$ cat config.mk
export PLATFORM = sky130hd
export DESIGN_NAME = burst_addr_seq
export DESIGN_NICKNAME = d
export VERILOG_FILES = /design/src/rtl/bsq_pkg.sv /design/src/rtl/bsq_rst_sync.sv /design/src/rtl/bsq_cmd_decode.sv /design/src/rtl/bsq_beat_ctr.sv /design/src/rtl/bsq_addr_mix.sv /design/src/rtl/burst_addr_seq.sv
export SDC_FILE = /design/constraint.sdc
export NUM_CORES = 1
export LEC_CHECK = 0
export CORE_ASPECT_RATIO = 1.5
export CORE_MARGIN = 5
export CORE_UTILIZATION = 46
export DETAILED_ROUTE_END_ITERATION = 10
export PLACE_DENSITY = 0.84
export SLEW_MARGIN = 20
export SYNTH_ARGS = -nofsm -noshare
export SYNTH_HDL_FRONTEND = slang
export SYNTH_SLANG_ARGS = --single-unit
$ cat constraint.sdc
create_clock -name clk -period 3.05 [get_ports clk]
set_input_delay 0.61 -clock clk [delete_from_list [all_inputs] [get_ports clk]]
set_output_delay 0.61 -clock clk [all_outputs]
set_load 0.005 [all_outputs]
$ cat src/rtl/bsq_pkg.sv
package bsq_pkg;
  typedef enum logic [1:0] {
    CMD_HOLD = 2'd0,
    CMD_STEP = 2'd1,
    CMD_LOAD = 2'd2,
    CMD_STOP = 2'd3
  } seq_cmd_e;
endpackage

$ cat src/rtl/bsq_rst_sync.sv
module bsq_rst_sync #(
  parameter int STAGES = 2
) (
  input  logic clk,
  input  logic rst_n,
  output logic rst_out_n
);
  logic [STAGES-1:0] chain_q;

  genvar g;
  generate
    for (g = 0; g < STAGES; g++) begin : g_stage
      if (g == 0) begin : g_first
        always_ff @(posedge clk or negedge rst_n) begin
          if (!rst_n) chain_q[g] <= 1'b0;
          else        chain_q[g] <= 1'b1;
        end
      end else begin : g_rest
        always_ff @(posedge clk or negedge rst_n) begin
          if (!rst_n) chain_q[g] <= 1'b0;
          else        chain_q[g] <= chain_q[g-1];
        end
      end
    end
  endgenerate

  assign rst_out_n = chain_q[STAGES-1];
endmodule

$ cat src/rtl/bsq_cmd_decode.sv
module bsq_cmd_decode
  import bsq_pkg::*;
(
  input  logic     strb_ctl_n,
  input  logic     strb_cpu_n,
  input  logic     adv_n,
  input  logic     ce_main_n,
  input  logic     ce_pos,
  input  logic     ce_neg_n,
  input  logic     active,
  output seq_cmd_e cmd,
  output logic     from_ctl
);
  logic selected;
  logic cpu_req;
  logic ctl_req;

  always_comb begin
    selected = !ce_main_n && ce_pos && !ce_neg_n;
    // main enable masks the processor strobe only
    cpu_req  = !strb_cpu_n && !ce_main_n;
    // controller strobe counts only with the processor strobe idle
    ctl_req  = !strb_ctl_n && strb_cpu_n;
    from_ctl = ctl_req && !cpu_req;
    if (cpu_req || ctl_req) begin
      cmd = selected ? CMD_LOAD : CMD_STOP;
    end else if (active && !adv_n) begin
      cmd = CMD_STEP;
    end else begin
      cmd = CMD_HOLD;
    end
  end
endmodule

$ cat src/rtl/bsq_beat_ctr.sv
module bsq_beat_ctr
  import bsq_pkg::*;
#(
  parameter int BEAT_W = 2
) (
  input  logic              clk,
  input  logic              rst_n,
  input  seq_cmd_e          cmd,
  output logic [BEAT_W-1:0] beat
);
  logic [BEAT_W-1:0] beat_q;
  logic [BEAT_W-1:0] beat_d;
  logic              beat_en;

  always_comb begin
    beat_en = 1'b0;
    beat_d  = beat_q;
    unique case (cmd)
      CMD_LOAD: begin beat_en = 1'b1; beat_d = '0; end
      CMD_STEP: begin beat_en = 1'b1; beat_d = beat_q + 1'b1; end
      default:  begin beat_en = 1'b0; beat_d = beat_q; end
    endcase
  end

  always_ff @(posedge clk or negedge rst_n) begin
    if (!rst_n)       beat_q <= '0;
    else if (beat_en) beat_q <= beat_d;
  end

  assign beat = beat_q;
endmodule

$ cat src/rtl/bsq_addr_mix.sv
module bsq_addr_mix #(
  parameter int ADDR_W = 20,
  parameter int BEAT_W = 2
) (
  input  logic [ADDR_W-1:0] base,
  input  logic [BEAT_W-1:0] beat,
  input  logic              ilv,
  output logic [ADDR_W-1:0] addr
);
  logic [BEAT_W-1:0] low_lin;
  logic [BEAT_W-1:0] low_ilv;

  always_comb begin
    low_lin = base[BEAT_W-1:0] + beat;
    low_ilv = base[BEAT_W-1:0] ^ beat;
    addr    = {base[ADDR_W-1:BEAT_W], ilv ? low_ilv : low_lin};
  end
endmodule

$ cat src/rtl/burst_addr_seq.sv
module burst_addr_seq
  import bsq_pkg::*;
#(
  parameter int ADDR_W      = 20,
  parameter int BEAT_W      = 2,
  parameter int SYNC_STAGES = 2
) (
  input  logic              clk,
  input  logic              rst_n,
  input  logic [ADDR_W-1:0] addr_in,
  input  logic              strb_ctl_n,
  input  logic              strb_cpu_n,
  input  logic              adv_n,
  input  logic              ce_main_n,
  input  logic              ce_pos,
  input  logic              ce_neg_n,
  input  logic              burst_ilv,
  input  logic              wr_en_n,
  output logic [ADDR_W-1:0] word_addr,
  output logic              active,
  output logic              is_write
);
  logic              rst_int_n;
  seq_cmd_e          cmd;
  logic              from_ctl;
  logic [BEAT_W-1:0] beat;

  logic [ADDR_W-1:0] base_q, base_d;
  logic              ilv_q, ilv_d;
  logic              act_q, act_d;
  logic              wr_q, wr_d;
  logic              load_en;
  logic              flag_en;

  bsq_rst_sync #(.STAGES(SYNC_STAGES)) u_rst (
    .clk       (clk),
    .rst_n     (rst_n),
    .rst_out_n (rst_int_n)
  );

  bsq_cmd_decode u_dec (
    .strb_ctl_n (strb_ctl_n),
    .strb_cpu_n (strb_cpu_n),
    .adv_n      (adv_n),
    .ce_main_n  (ce_main_n),
    .ce_pos     (ce_pos),
    .ce_neg_n   (ce_neg_n),
    .active     (act_q),
    .cmd        (cmd),
    .from_ctl   (from_ctl)
  );

  bsq_beat_ctr #(.BEAT_W(BEAT_W)) u_beat (
    .clk   (clk),
    .rst_n (rst_int_n),
    .cmd   (cmd),
    .beat  (beat)
  );

  always_comb begin
    load_en = (cmd == CMD_LOAD);
    flag_en = (cmd == CMD_LOAD) || (cmd == CMD_STOP);
    base_d  = addr_in;
    ilv_d   = burst_ilv;
    act_d   = load_en;
    wr_d    = load_en && from_ctl && !wr_en_n;
  end

  always_ff @(posedge clk or negedge rst_int_n) begin
    if (!rst_int_n) begin
      base_q <= '0;
      ilv_q  <= 1'b0;
    end else if (load_en) begin
      base_q <= base_d;
      ilv_q  <= ilv_d;
    end
  end

  always_ff @(posedge clk or negedge rst_int_n) begin
    if (!rst_int_n) begin
      act_q <= 1'b0;
      wr_q  <= 1'b0;
    end else if (flag_en) begin
      act_q <= act_d;
      wr_q  <= wr_d;
    end
  end

  bsq_addr_mix #(.ADDR_W(ADDR_W), .BEAT_W(BEAT_W)) u_mix (
    .base (base_q),
    .beat (beat),
    .ilv  (ilv_q),
    .addr (word_addr)
  );

  assign active   = act_q;
  assign is_write = wr_q;
endmodule

==> results.md <==
* Peak Freq at 0.439 GHz
* Number of vias in the routed layout at 758
* Die Area at 4070 µm²
* Synthesized area at 1320 µm²
* Worst-Skew Late Latency at 0.26 ns
* # fillers at 204
* M2 GR Usage at 22.0%
* Io pins at 52
* Pre-CTS setup slack at 0.679 ns
* Buf/Inv on CP at 1
* Initial antenna violation count at 0
* Data arrival time of the critical path at 1.67 ns
* FF+latch count, synth at 27
* Count of final hold-check violations at 0
* WL/cell at 14.3 µm
* Clock slew at reported path FFs at 0.09 ns
* Predominant post-synthesis flop cell: dfrtp_1
* Final Skew at 0.00362 ns
* # rows at 23
* Vias per inst at 4.65
* Yosys warns at 0
* Cell Chain, Critical Path: ha_1 > nor2b_1 > xnor2_1 > clkdlybuf4s50_1
* Least-Margin Pin Slew at 0.540 ns
* HP Class: register to asynchronous set/reset pin
* Gr busiest metal: met2
* DRT Wirelength at 2.34 mm
* Flop-to-flop setup slack at 2.03 ns
* Vias in the first global route at 810
* Congestion Overflow GR at 0
* Leakage power at 0.795 nW
* RR Endpoint: u_beat.beat[1]
* First-pass GRT wire length at 3.70 mm
* TNS Setup at 0 ns
* Fin. max-slew vios at 0
* Max-slew headroom at 64.0%
* Sequential cell area at 677 µm²
* Syn nets at 121
* PwrDens at 554 nW/µm²
* Met1 usage at 14.9%
* H-Tree Depth at 1
* VDD IR max at 0.286 mV
* Levels on crit path at 4
* Xor/xnor share of the synthesized area at 1.32%
* Crit path to: word_addr[1]
* Worst Setup Slack, final at 0.770 ns
* Hpwl dp at 1.88 mm
* Final setup violation count at 0
* Post-synth EDFFs at 0
* Top delay family on crit path: buffers and inverters
* Detailed-route DRC error count at 0
* Worst R2R Path Depth at 3
* Worst Path Required at 2.44 ns
* Tmin final at 2.28 ns
* Post-Synth Simple-Gate Area at 4.06%
* # clock sinks at 27
* Adder-cell share of the synthesized area at 0.945%
* Detail Route Antenna Nets at 0
* Status: complete, no violations
* Multi-input combinational cell area at 458 µm²
* Crit Path Max Fanout at 4
* Asr flop ratio synth at 100%
* Initial Util at 48.4%
* Gate Count Post-Synth at 90
* CP max stage delay at 0.54 ns
* Antenna diodes at 0
* Die Wd at 53.8 µm
* Worst Setup SP: u_beat.beat[0]
* Setup Crit Path Kind: register to output pin
* CP Capture Type: output pin
* Mean Syn Cell Area at 14.7 µm²
* Top-area cell type share of the netlist area at 51.0%
* Root buffer cell: clkbuf_8
* 1st-pass router iterations at 2
* Largest net degree at the start of global routing at 26
* Detailed Route Iter0 Violations at 11
* CTS Buffer Depth at 2
* Area added between synthesis and finish at 32.7%
* Hold slack at 0.255 ns
* CP Launch Type: register
* RSZ-0062 raised after global routing: no
* Core area at 2730 µm²
* Area leader, netlist: dfrtp_1
* Post-synthesis compound-gate area fraction at 3.21%
* Largest family of logic cells by synthesized area: multiplexers
* Mux share of post-synthesis cell area at 24.8%
* Max_cap viols at 0
* Worst R2R Start: active
* GP Congestion at 0.638
* Seq/Total Area, Yosys at 51.0%
* Slowest cell on crit path: clkdlybuf4s50_1
* Yosys cell types at 22
* Layout cell share with drive strength beyond 1 at 23.0%
* CTS tree: done
* Total CTS buffers at 3
* Post-CTS Resized at 0
* Die H at 75.7 µm
* Largest cells by area after synthesis: dfrtp_1 (51%), mux2_4 (22%), buf_4 (10%)
* Gr usage total at 12.5%
* Met3 Usage GRT at 3.13%
* Period utilization at 74.8%
* Final #Nets at 158
* Port Buf Inserts at 51
* Postcts setup bufs at 0
* Hold_buf cts at 0
-- through the flow --
| stage | total power [W] | cell area [µm²] | util [%] | std cells |
|---|---|---|---|---|
| 2_1_floorplan | 0.000671 | 1320 | - | 90 |
| 3_3_place_gp | 0.000782 | 1710 | 62.5 | 159 |
| 3_5_place_dp | 0.000792 | 1710 | 62.5 | 159 |
| 4_1_cts | 0.000991 | 1760 | 64.2 | 163 |
| 5_1_grt | 0.00103 | 1760 | 64.3 | 163 |
| 6_report | 0.000973 | 1760 | 64.3 | 163 |
-- logic make-up after synthesis --
logic type / after synthesis
mux: 23
xor+xnor: 2
simple gates: 8
other cells: 1
buf+inv: 22
fa+ha+maj: 1
compound gates: 6
flops: 27
-- per-layer routing --
layer  routed length, µm  part of all wire (%)  vias up
met4                  17                  0.73        0
met2                1190                    51       34
met3                 191                   8.2        2
li1                    -                     -      358
met5                   0                     0        -
met1                 942                    40      364
-- worst min path at each step --
stage	start	to	slack, ns	depth (start not counted)
after floorplan	rst_n	u_rst.chain_q[0]	0.31	0
after CTS	u_rst.chain_q[0]	u_rst.rst_out_n	0.37	0
after global placement	u_rst.chain_q[0]	u_rst.rst_out_n	0.34	0
final	u_rst.rst_out_n	u_beat.beat[1]	0.26	0
after global routing	u_rst.rst_out_n	base_q[5]	0.31	0
after detailed placement	u_rst.chain_q[0]	u_rst.rst_out_n	0.34	0
-- power breakdown --
group	internal [W]	switching, W
sequential	0.000426	0.0000457
combinational	0.000233	0.0000749
clock	0.0000912	0.000102
-- placed cells by master, fill, tap and decap left out, drive strengths merged --
cell,n
clkdlybuf4s50,51
dfrtp,27
mux2,21
clkbuf,3
xnor2,2
nor2b,2
mux2i,2
o31ai,2
o21ai,2
buf,2
and2,1
or3b,1
or2,1
nand2b,1
o221ai,1
inv,1
nand2,1
a22o,1
nor3b,1
ha,1
clkinv,1
conb,1
-- Yosys cell counts (2+ instances only) --
| cell | instances |
|---|---|
| mux2i_1 | 2 |
| o31ai_1 | 2 |
| dfrtp_1 | 27 |
| buf_12 | 2 |
| mux2_4 | 19 |
| mux2_2 | 2 |
| xnor2_1 | 2 |
| nor2b_1 | 2 |
| o21ai_0 | 2 |
| buf_4 | 18 |
-- registers in the layout, indices dropped and copies added (netlist names) --
signal           flops
ilv_q                1
u_beat.beat          2
active               1
u_rst.rst_out_n      1
u_rst.chain_q        1
base_q              20
is_write             1
-- final cells by class --
| cell class | instances | area share, % |
|---|---|---|
| Clock buffer | 3 | 2.35 |
| Clock inverter | 1 | 0.285 |
| Inverter | 1 | 0.214 |
| Multi-Input combinational cell | 41 | 26.1 |
| Sequential cell | 27 | 38.5 |
| Tap cell | 37 | 2.64 |
| Timing Repair Buffer | 53 | 29.9 |
No activity file was read; power rests on OpenSTA's default activity.
